**src/rtl/irq_pkg.sv**
```systemverilog
package irq_pkg;
    localparam int DW        = 12;
    localparam int NPIO      = 6;
    localparam int AW        = 2;
    localparam int SYS_XF_EN = 6;
    localparam int SYS_CV_EN = 7;
    localparam int SYS_HOLD  = 8;
    localparam int ST_CV     = 0;
    localparam int ST_XF     = 1;
    localparam int ST_IO     = 2;
    localparam int ST_ANY    = DW - 1;

    typedef enum logic [AW-1:0] {
        A_SYS  = 2'd0,
        A_PIO  = 2'd1,
        A_STAT = 2'd2,
        A_NONE = 2'd3
    } reg_addr_e;

    typedef enum logic {
        M_PULSE = 1'b0,
        M_HOLD  = 1'b1
    } req_mode_e;

    typedef struct packed {
        logic            cv_en;
        logic            xf_en;
        req_mode_e       mode;
        logic [NPIO-1:0] pin_en;
        logic [NPIO-1:0] pin_out;
    } ctrl_t;

    typedef struct packed {
        logic cv;
        logic xf;
        logic io;
    } evt_t;

    typedef struct packed {
        logic any;
        logic io;
        logic xf;
        logic cv;
    } flags_t;

    function automatic logic [DW-1:0] pack_status(flags_t f);
        logic [DW-1:0] v;
        v         = '0;
        v[ST_CV]  = f.cv;
        v[ST_XF]  = f.xf;
        v[ST_IO]  = f.io;
        v[ST_ANY] = f.any;
        return v;
    endfunction

    function automatic logic [DW-1:0] pack_sys(ctrl_t c);
        logic [DW-1:0] v;
        v            = '0;
        v[SYS_XF_EN] = c.xf_en;
        v[SYS_CV_EN] = c.cv_en;
        v[SYS_HOLD]  = c.mode;
        return v;
    endfunction
endpackage

```
**src/rtl/irq_regs.sv**
```systemverilog
module irq_regs
    import irq_pkg::*;
(
    input  logic          clk,
    input  logic          rst,
    input  logic          cs,
    input  logic          rd,
    input  logic          wr,
    input  logic [AW-1:0] addr,
    input  logic [DW-1:0] wdata,
    input  flags_t        flags,
    output ctrl_t         ctrl,
    output logic [DW-1:0] rdata,
    output logic          stat_rd
);
    reg_addr_e sel;
    assign sel     = reg_addr_e'(addr);
    assign stat_rd = cs && rd && (sel == A_STAT);

    always_ff @(posedge clk) begin
        if (rst) begin
            ctrl <= '0;
        end else if (cs && wr) begin
            if (sel == A_SYS) begin
                ctrl.cv_en <= wdata[SYS_CV_EN];
                ctrl.xf_en <= wdata[SYS_XF_EN];
                ctrl.mode  <= req_mode_e'(wdata[SYS_HOLD]);
            end else if (sel == A_PIO) begin
                ctrl.pin_out <= wdata[NPIO-1:0];
                ctrl.pin_en  <= wdata[2*NPIO-1:NPIO];
            end
        end
    end

    always_ff @(posedge clk) begin
        if (rst) begin
            rdata <= '0;
        end else if (cs && rd) begin
            case (sel)
                A_SYS:   rdata <= pack_sys(ctrl);
                A_PIO:   rdata <= {ctrl.pin_en, ctrl.pin_out};
                A_STAT:  rdata <= pack_status(flags);
                default: rdata <= '0;
            endcase
        end
    end
endmodule

```
**src/rtl/irq_detect.sv**
```systemverilog
module irq_detect
    import irq_pkg::*;
#(
    parameter int N_PIN = NPIO
) (
    input  logic             clk,
    input  logic             rst,
    input  logic             cv_en,
    input  logic             xf_en,
    input  logic [N_PIN-1:0] pin_en,
    input  logic [N_PIN-1:0] pin_out,
    input  logic             conv_done,
    input  logic             xform_done,
    input  logic [N_PIN-1:0] pin_in,
    output evt_t             evt
);
    logic [N_PIN-1:0] pin_q;
    logic [N_PIN-1:0] hit;

    always_ff @(posedge clk) begin
        if (rst) pin_q <= '0;
        else     pin_q <= pin_in;
    end

    for (genvar i = 0; i < N_PIN; i++) begin : g_pin
        assign hit[i] = pin_en[i] && !pin_out[i] && (pin_in[i] != pin_q[i]);
    end

    assign evt.cv = cv_en && conv_done;
    assign evt.xf = xf_en && xform_done;
    assign evt.io = |hit;
endmodule

```
**src/rtl/irq_flags.sv**
```systemverilog
module irq_flags
    import irq_pkg::*;
(
    input  logic      clk,
    input  logic      rst,
    input  evt_t      evt,
    input  logic      stat_rd,
    input  req_mode_e mode,
    output flags_t    flags,
    output logic      irq_oe
);
    logic   any_ev;
    flags_t keep;

    assign any_ev = evt.cv || evt.xf || evt.io;
    assign keep   = stat_rd ? '0 : flags;

    always_ff @(posedge clk) begin
        if (rst) begin
            flags  <= '0;
            irq_oe <= 1'b0;
        end else begin
            flags.cv  <= keep.cv  || evt.cv;
            flags.xf  <= keep.xf  || evt.xf;
            flags.io  <= keep.io  || evt.io;
            flags.any <= keep.any || any_ev;
            if (mode == M_HOLD) irq_oe <= any_ev || (irq_oe && !stat_rd);
            else                irq_oe <= any_ev;
        end
    end
endmodule

```
**src/rtl/irq_collector.sv**
```systemverilog
module irq_collector
    import irq_pkg::*;
(
    input  logic            clk,
    input  logic            rst,
    input  logic            cs,
    input  logic            rd,
    input  logic            wr,
    input  logic [AW-1:0]   addr,
    input  logic [DW-1:0]   wdata,
    output logic [DW-1:0]   rdata,
    input  logic            conv_done,
    input  logic            xform_done,
    input  logic [NPIO-1:0] pin_in,
    output logic            irq_oe
);
    ctrl_t  ctrl_w;
    evt_t   evt_w;
    flags_t flags_w;
    logic   stat_rd_w;

    irq_regs u_regs (
        .clk     (clk),
        .rst     (rst),
        .cs      (cs),
        .rd      (rd),
        .wr      (wr),
        .addr    (addr),
        .wdata   (wdata),
        .flags   (flags_w),
        .ctrl    (ctrl_w),
        .rdata   (rdata),
        .stat_rd (stat_rd_w)
    );

    irq_detect #(.N_PIN(NPIO)) u_detect (
        .clk        (clk),
        .rst        (rst),
        .cv_en      (ctrl_w.cv_en),
        .xf_en      (ctrl_w.xf_en),
        .pin_en     (ctrl_w.pin_en),
        .pin_out    (ctrl_w.pin_out),
        .conv_done  (conv_done),
        .xform_done (xform_done),
        .pin_in     (pin_in),
        .evt        (evt_w)
    );

    irq_flags u_flags (
        .clk     (clk),
        .rst     (rst),
        .evt     (evt_w),
        .stat_rd (stat_rd_w),
        .mode    (ctrl_w.mode),
        .flags   (flags_w),
        .irq_oe  (irq_oe)
    );
endmodule

```
**config.mk**
```make
export PLATFORM = sky130hd
export DESIGN_NAME = irq_collector
export DESIGN_NICKNAME = d
export VERILOG_FILES = /design/src/rtl/irq_pkg.sv /design/src/rtl/irq_regs.sv /design/src/rtl/irq_detect.sv /design/src/rtl/irq_flags.sv /design/src/rtl/irq_collector.sv
export SDC_FILE = /design/constraint.sdc
export NUM_CORES = 1
export LEC_CHECK = 0
export CORE_UTILIZATION = 47
export DETAILED_ROUTE_END_ITERATION = 8
export GPL_ROUTABILITY_DRIVEN = 0
export PLACE_DENSITY = 0.82
export REMOVE_ABC_BUFFERS = 1
export SKIP_CTS_REPAIR_TIMING = 1
export SLEW_MARGIN = 20
export SYNTH_ARGS = -nofsm -noshare
export SYNTH_HDL_FRONTEND = slang
export SYNTH_SLANG_ARGS = --single-unit
export TNS_END_PERCENT = 5
```
**constraint.sdc**
```tcl
create_clock -name clk -period 1.8 [get_ports clk]
set_clock_uncertainty 0.15 [all_clocks]
set_input_delay 0.36 -clock clk [delete_from_list [all_inputs] [get_ports clk]]
set_output_delay 0.36 -clock clk [all_outputs]
set_load 0.02 [all_outputs]
```
==> results of run 1 <==
[area by class of cell]
type	count	area, um^2
clock buffer	7	55.05
clock inverter	1	5.005
fill	244	819.5
inverter	2	7.507
multi-input combinational	114	670.6
sequential	38	760.7
tap	31	38.79
timing repair buffer	47	495.5
[layer usage]
layer | up-vias | GRT usage | routed length [um]
met3 | 9 | 0.05134 | 265
met4 | 0 | 0.1190 | 65
li1 | 645 | - | -
met1 | 586 | 0.2829 | 1467
met2 | 51 | 0.3744 | 1705
met5 | - | 0 | 0
[sequential cells by signal, summed over array words and instances (netlist names)]
| name | count |
|---|---|
| u_regs.rdata | 12 |
| u_detect.pin_q | 6 |
| u_flags.flags | 4 |
| u_flags.irq_oe | 1 |
| u_regs.ctrl | 15 |
[worst reg2reg max path: cells and delay by family (launching register included)]
kind,cells,cell delay [ns]
and+or+nand+nor,2,0.40
buffers and inverters,1,0.18
AOI/OAI and AO/OA,1,0.08
xor gates and xnor gates,1,0.17
DFF,1,0.33
[cell families (layout without fill, tap and decap cells)]
group | Yosys count | count (layout) | share of synthesized area
AOI/OAI and AO/OA | 32 | 32 | 0.1520
xor gates and xnor gates | 6 | 6 | 0.03565
buffers and inverters | 9 | 57 | 0.02886
DFF | 38 | 38 | 0.5161
muxes | 6 | 6 | 0.04329
and+or+nand+nor | 70 | 70 | 0.2241
[final timing paths]
path / start / to / slack (ns) / depth (start not counted)
hold / removal: u_regs.ctrl[2]$_SDFFE_PP0P_ / u_regs.ctrl[2]$_SDFFE_PP0P_ / 0.34 / 2
setup / recovery: addr[0] / u_flags.irq_oe$_SDFF_PP0_ / 0.23 / 6
hold reg to reg: u_regs.ctrl[2]$_SDFFE_PP0P_ / u_regs.ctrl[2]$_SDFFE_PP0P_ / 0.34 / 2
setup reg to reg: u_detect.pin_q[5]$_SDFF_PP0_ / u_flags.irq_oe$_SDFF_PP0_ / 0.38 / 5
[synth_stat cells]
library cell   n  area [um^2]
mux2i_1        3        30.03
a221oi_1       4        35.03
a21oi_2        3        26.28
inv_1          2        7.510
nor2b_4        1        13.76
o32ai_1        2        17.52
nand2b_1       2        12.51
nor4_1         1        6.260
buf_2          1        5.000
a21oi_1       10        50.05
dfxtp_1       38        760.7
a22oi_1       11        82.58
xnor2_1        6        52.55
nor2b_1        6        37.54
and2_0         1        6.260
and2_2         1        7.510
nor2_1        18        67.56
and2b_2        1        8.760
a31oi_1        2        12.51
nor3b_1        2        15.01
nand3_1        2        10.01
nor3_1         5        25.02
buf_6          1        11.26
and3_4         1        11.26
clkbuf_1       5        18.77
nand2_1       29        108.9
mux2_2         3        33.78
[where the power goes]
group,switching (mW),internal (mW)
sequential,0.0148,0.866
clock,0.277,0.189
combinational,0.0852,0.110
[through the flow]
step	total power, mW	utilization
after floorplan	0.9697	-
after global placement	1.089	0.6803
after detailed placement	1.097	0.6803
after CTS	1.556	0.7013
after global routing	1.606	0.7127
final	1.542	0.7127
==> implementation parameters, run 1 <==
Parameter                              Value

Global routing
  Pin count of the biggest net entering global routing    39
  Vias in the first global route    1266
  Wire length of the first global-routing pass    5720 um
  Global-route usage over all layers    0.2291
  Remaining global-route overflow    0
  Antenna violations before repair    0

Timing
  Worst rel slew slack    0.7976
  Min Tclk post-route    1.570 ns
  Count of endpoints failing setup in the final report    0
  Crit share post-route    0.8724
  Setup tns final    0 ns
  Slew at the pin closest to its max-slew limit    0.3026 ns
  Setup repair after global routing missed its margin    false
  Worst slack on hold paths    0.3388 ns
  Setup WS post-layout    0.2296 ns
  Hold Fails Final Rpt    0
  Maximum clock frequency    0.6368 GHz
  Number of max-slew violations in the final report    0

Floorplan
  Die width    58 um
  Area of the die    3364 um^2
  Starting Density    0.5167
  Placeable core area    2853 um^2
  Number of top-level design ports    40
  Cell Rows    19
  Vertical extent of the die    58 um

Critical path
  Crit-path cells    clkdlybuf4s50_1, buf_4, and2b_2, nand2_1, nand3_1, a31oi_1
  Arrival @ worst endpoint    1.70 ns
  Family with the most delay on the worst path    buffers and inverters
  Required time worst endpoint    1.93 ns
  Type of origin of the critical path    input pin
  Combined buffer and inverter count along the critical path    2
  Stage delay of the slowest cell on the critical path    0.49 ns
  Largest fanout on the critical path    5
  Critical setup path kind    in -> reg
  Crit end category    register
  Critical Path Slowest Stage Cell    clkdlybuf4s50_1

Power
  Worst ir drop on vdd    541.0 uV
  Leakage power of the design    0.9368 nW
  Pwr Density    758.5 nW/um^2

Placed design
  Input/output buffers    39
  Worst setup slack before clock tree synthesis    -0.1618 ns
  Placed insts    232
  Placed cell areas    1941 um^2
  Post-detailed-placement half-perimeter wirelength    2590 um

Routing
  DR vias    1291
  Drt pass-1 iters    6
  Antenna-violating nets left    0
  Initial DRC Count    51
  Post-detailed-route wirelength per cell    14.60 um
  Drt drc    3
  Post-detailed-route via-to-cell ratio    5.379
  Total wire length    3503 um

Layout
  Most frequent standard cell in the layout excluding fill and tap cells    dfxtp_1
  Final non-filler cell total    240
  Final Cell Area    2033 um^2
  Number of nets in the finished design    235
  Antenna Cells    0
  Commonest cells after routing, fill and taps aside    dfxtp_1, nand2_1, clkdlybuf4s50_1
  Area added between synthesis and finish    37.95%
  Fraction of final layout cells sized beyond drive strength 1    0.1196

Synthesis
  Post-Syn Instances    161
  Average cell area after synthesis    9.155 um^2
  Synth warnings    0
  Sequential element share of the synthesized area    0.5161
  Total standard cell area after synthesis    1474 um^2
  Flop and latch count out of synthesis    38
  Count of unique library cells instantiated by Yosys    27

Clocking
  Clock root buffer    clkbuf_4
  Maximum root-to-sink buffer count    2
  Count of clock tree sinks    38
  Clock latency reported for the late side of the worst-skew pair    0.35 ns
  Num CTS Buffers    5
  H-tree depth    2
  TritonCTS clock tree    built
  Clock transition at path regs    0.11 ns

Status
  Run status    complete, but fails checks
  Failing checks    design-rule violations

Run
  Max capacitance violation total    0

Hold path
  Path class of the lowest-slack min-delay path    reg -> reg
(Power assumes the default switching activity.)
==> inputs of run 2 (changes only) <==
--- a/config.mk
+++ b/config.mk
@@ -6,6 +6,7 @@
 export NUM_CORES = 1
 export LEC_CHECK = 0
 export CORE_UTILIZATION = 47
+export CTS_BUF_LIST = sky130_fd_sc_hd__clkbuf_8 sky130_fd_sc_hd__clkbuf_16
 export DETAILED_ROUTE_END_ITERATION = 8
 export GPL_ROUTABILITY_DRIVEN = 0
 export PLACE_DENSITY = 0.82
==> implementation parameters, run 2 (synthesis results as in run 1) <==
Parameter                              Value

Status
  Run status    complete, but fails checks
  Failing checks    design-rule violations

Clocking
  Clock transition at path regs    0.07 ns
  Clock latency reported for the late side of the worst-skew pair    0.29 ns
  Count of clock tree sinks    38
  TritonCTS clock tree    built
  Num CTS Buffers    5
  Clock root buffer    clkbuf_8
  H-tree depth    2
  Maximum root-to-sink buffer count    2

Timing
  Setup tns final    0 ns
  Slew at the pin closest to its max-slew limit    0.2912 ns
  Count of endpoints failing setup in the final report    0
  Hold Fails Final Rpt    0
  Number of max-slew violations in the final report    0
  Setup repair after global routing missed its margin    false
  Min Tclk post-route    1.745 ns
  Maximum clock frequency    0.5732 GHz
  Crit share post-route    0.9692
  Worst rel slew slack    0.8041

Critical path
  Crit-path cells    clkdlybuf4s50_1
  Crit end category    primary output
  Critical Path Slowest Stage Cell    clkdlybuf4s50_1
  Critical setup path kind    reg -> out
  Arrival @ worst endpoint    1.23 ns
  Largest fanout on the critical path    2
  Required time worst endpoint    1.29 ns
  Family with the most delay on the worst path    buffers and inverters
  Type of origin of the critical path    register
  Start point of the critical path    u_regs.rdata[10]$_SDFFE_PP0N_
  Combined buffer and inverter count along the critical path    1
  Launch point of the worst reg-to-reg path    u_detect.pin_q[5]$_SDFF_PP0_
  Stage delay of the slowest cell on the critical path    0.60 ns

Routing
  Initial DRC Count    40
  Antenna-violating nets left    0
  Total wire length    3539 um
  Drt pass-1 iters    9
  Post-detailed-route via-to-cell ratio    5.488
  DR vias    1317
  Post-detailed-route wirelength per cell    14.75 um
  Drt drc    1

Power
  Worst ir drop on vdd    660.7 uV
  Combinational Power Share    0.118
  Switching portion of total power    0.2328
  Fraction of power consumed by the clock network    0.354
  Pwr Density    819.2 nW/um^2
  Leakage power of the design    0.7579 nW
  Total Power Consumption    1.669 mW
  Total net switching power    388.4 uW
  Register share of total power    0.528
  Internal portion of total power    1.280 mW

Hold path
  Worst min-delay path startpoint    u_regs.ctrl[10]$_SDFFE_PP0P_
  Path class of the lowest-slack min-delay path    reg -> reg

Global routing
  Pin count of the biggest net entering global routing    39
  Antenna violations before repair    0
  Global-route usage over all layers    0.2301
  Vias in the first global route    1248
  Wire length of the first global-routing pass    5720 um
  Remaining global-route overflow    0

Placed design
  Placed insts    232
  Post-detailed-placement half-perimeter wirelength    2590 um
  Input/output buffers    39

Layout
  Commonest cells after routing, fill and taps aside    dfxtp_1, clkdlybuf4s50_1, nand2_1
  Final non-filler cell total    240
  Fraction of final layout cells sized beyond drive strength 1    0.1196
  Number of nets in the finished design    235
  Most frequent standard cell in the layout excluding fill and tap cells    dfxtp_1
  Antenna Cells    0
  Area added between synthesis and finish    38.20%
  Utilization after layout    0.7140
  Largest registers    u_regs.ctrl (15), u_regs.rdata (12), u_detect.pin_q (6)
  Register name with the most flops    u_regs.ctrl
  Max FFs per register    15

Floorplan
  Area of the die    3364 um^2
  Cell Rows    19
  Placeable core area    2853 um^2
  Vertical extent of the die    58 um
  Number of top-level design ports    40
  Die width    58 um
  Starting Density    0.5167

Run
  Max capacitance violation total    0
-- run 2: path summary, 6_finish.rpt --
| kind | endpoint | slack (ns) | depth (start not counted) |
|---|---|---|---|
| worst max-delay path | rdata[10] | 0.06 | 1 |
| worst min-delay path | u_regs.ctrl[10]$_SDFFE_PP0P_ | 0.33 | 2 |
| worst max register to register | u_flags.irq_oe$_SDFF_PP0_ | 0.38 | 5 |
| worst min register to register | u_regs.ctrl[10]$_SDFFE_PP0P_ | 0.33 | 2 |
-- run 2: power by group through the flow --
stage | combinational (mW) | clock [mW] | sequential [mW]
6_report | 0.197 | 0.590 | 0.881
3_3_place_gp | 0.190 | 0 | 0.899
2_1_floorplan | 0.0648 | 0 | 0.905
5_1_grt | 0.211 | 0.647 | 0.884
3_5_place_dp | 0.196 | 0 | 0.901
4_1_cts | 0.197 | 0.610 | 0.881
-- run 2: per-stage QoR --
stage                     setup WS [ns]  area, um^2  hold slack [ns]
after detailed placement        -0.1618        1941           0.3183
after global placement         -0.04996        1941           0.3004
after global routing            0.01139        2037           0.3503
after floorplan                  0.4728        1439           0.2724
final                           0.05543        2037           0.3336
after CTS                       0.01663        2032           0.3304
-- run 2: layout make-up --
type | count | area [um^2]
Fill cell | 244 | 815.8
Sequential cell | 38 | 760.7
Multi-Input combinational cell | 114 | 670.6
Timing Repair Buffer | 47 | 467.9
Clock buffer | 6 | 82.58
Tap cell | 31 | 38.79
Clock inverter | 2 | 8.758
Inverter | 2 | 7.507
-- run 2: layer usage --
metal / GRT usage / routed length [um] / vias up
li1: - / - / 649
met1: 0.2786 / 1530 / 605
met2: 0.3711 / 1723 / 56
met3: 0.08705 / 229 / 7
met4: 0.08844 / 55 / 0
met5: 0 / 0 / -
==> inputs of run 3 (changes only) <==
--- a/config.mk
+++ b/config.mk
@@ -5,11 +5,12 @@
 export SDC_FILE = /design/constraint.sdc
 export NUM_CORES = 1
 export LEC_CHECK = 0
-export CORE_UTILIZATION = 47
+export CORE_UTILIZATION = 40
 export CTS_BUF_LIST = sky130_fd_sc_hd__clkbuf_8 sky130_fd_sc_hd__clkbuf_16
 export DETAILED_ROUTE_END_ITERATION = 8
 export GPL_ROUTABILITY_DRIVEN = 0
-export PLACE_DENSITY = 0.82
+export HOLD_SLACK_MARGIN = 0.08
+export PLACE_DENSITY = 0.72
 export REMOVE_ABC_BUFFERS = 1
 export SKIP_CTS_REPAIR_TIMING = 1
 export SLEW_MARGIN = 20
==> constraint.sdc (replaced) <==
create_clock -name clk -period 2.2 [get_ports clk]
set_clock_uncertainty 0.15 [all_clocks]
set_input_delay 0.44 -clock clk [delete_from_list [all_inputs] [get_ports clk]]
set_output_delay 0.44 -clock clk [all_outputs]
set_load 0.02 [all_outputs]
==> implementation parameters, run 3 (synthesis results as in run 1) <==
Parameter                              Value

Timing
  Setup repair after global routing missed its margin    false
  Setup tns final    0 ns
  Number of max-slew violations in the final report    0
  Worst rel slew slack    0.6226
  Slew at the pin closest to its max-slew limit    0.5610 ns
  Hold Fails Final Rpt    0
  Crit share post-route    0.8520
  Worst slack on hold paths    0.3162 ns
  Count of endpoints failing setup in the final report    0
  Min Tclk post-route    1.874 ns
  Maximum clock frequency    0.5335 GHz

Critical path
  Required time worst endpoint    2.20 ns
  Critical setup path kind    in -> reg
  Arrival @ worst endpoint    1.87 ns
  Crit end category    register
  Type of origin of the critical path    input pin
  Register-to-register path setup slack    0.61 ns
  Start point of the critical path    pin_in[5]
  Launch point of the worst reg-to-reg path    u_detect.pin_q[5]$_SDFF_PP0_
  Largest fanout on the critical path    3

Global routing
  Routing usage on met1    0.2307
  Antenna violations before repair    0
  Global-route usage over all layers    0.1934
  Wire length of the first global-routing pass    5837 um
  Remaining global-route overflow    0
  Most used routing layer in global routing    met2
  Vias in the first global route    1223
  Global-route track usage on met2    0.3193
  Pin count of the biggest net entering global routing    39
  Met3 global-route usage    0.04015

Status
  Run status    finished clean

Routing
  Total wire length    3540 um
  Post-detailed-route wirelength per cell    14.16 um
  Initial DRC Count    79
  Post-detailed-route via-to-cell ratio    5.288
  Antenna-violating nets left    0
  DR vias    1322
  Drt pass-1 iters    4
  Drt drc    0

Layout
  Fill cells    291
  Area added between synthesis and finish    36.76%
  Antenna Cells    0
  Number of nets in the finished design    230
  Fraction of final layout cells sized beyond drive strength 1    0.09314
  Final non-filler cell total    250
  Largest registers    u_regs.ctrl (15), u_regs.rdata (12), u_detect.pin_q (6)
  Max FFs per register    15
  Register name with the most flops    u_regs.ctrl
  Most frequent standard cell in the layout excluding fill and tap cells    clkdlybuf4s50_1
  Commonest cells after routing, fill and taps aside    clkdlybuf4s50_1, dfxtp_1, nand2_1

Floorplan
  Vertical extent of the die    62.70 um
  Die width    62.70 um
  Placeable core area    3442 um^2
  Area of the die    3931 um^2
  Starting Density    0.4282
  Cell Rows    21
  Number of top-level design ports    40

Clocking
  Count of clock tree sinks    38
  Clock root buffer    clkbuf_8
  Maximum root-to-sink buffer count    2
  Clock latency reported for the late side of the worst-skew pair    0.30 ns
  TritonCTS clock tree    built
  H-tree depth    2
  Num CTS Buffers    5
  Clock transition at path regs    0.07 ns

Placed design
  Input/output buffers    39
  Placed insts    242
  Post-detailed-placement half-perimeter wirelength    2526 um

Power
  Pwr Density    716.2 nW/um^2
  Leakage power of the design    0.7021 nW
  Worst ir drop on vdd    336.0 uV

Run
  Max capacitance violation total    0

Hold path
  Path class of the lowest-slack min-delay path    reg -> reg
  Worst min-delay path startpoint    u_flags.flags[2]$_SDFF_PP0_
## run 3: path summary, 6_finish.rpt
kind	to	depth (start not counted)
worst max-delay path	u_flags.flags[3]$_SDFF_PP0_	5
worst min-delay path	u_flags.flags[2]$_SDFF_PP0_	2
worst max register to register	u_flags.flags[3]$_SDFF_PP0_	4
worst min register to register	u_flags.flags[2]$_SDFF_PP0_	2
## run 3: layout make-up
class                      instances  area [um^2]  area share
tap                               46        57.56     0.02855
clock inverter                     3        37.54     0.01862
timing repair buffer              42        412.9      0.2048
clock buffer                       5        68.82     0.03414
multi-input combinational        114        670.6      0.3327
sequential                        38        760.7      0.3774
inverter                           2        7.507    0.003724
## run 3: per-layer routing
metal / vias up / routed length (um)
met2: 55 / 1723
met3: 5 / 207
met5: - / 0
li1: 640 / -
met1: 622 / 1540
met4: 0 / 68
## run 3: worst max-delay path, stage by stage
cell and delay [ns]:
clkdlybuf4s50_1 0.49, xnor2_1 0.14, nor3b_1 0.08, nor4_1 0.53, a31oi_1 0.18
## run 3: report_power, final
part           internal, mW  leakage (nW)  switching [mW]  total (mW)
Clock                 0.330        0.0607           0.241       0.571
Combinational        0.0825         0.332          0.0687       0.151
Sequential            0.709         0.309          0.0126       0.721
## run 3: metrics by stage
stage               utilization  worst slack (ns)  cell area, um^2  power (mW)
global route             0.5856            0.2092             2016       1.494
floorplan                     -            0.7928             1439      0.7934
global placement         0.5547           0.08878             1909      0.8821
detailed placement       0.5547           0.05745             1909      0.8869
finish                   0.5856            0.3256             2016       1.444
CTS                      0.5856            0.3557             2016       1.449
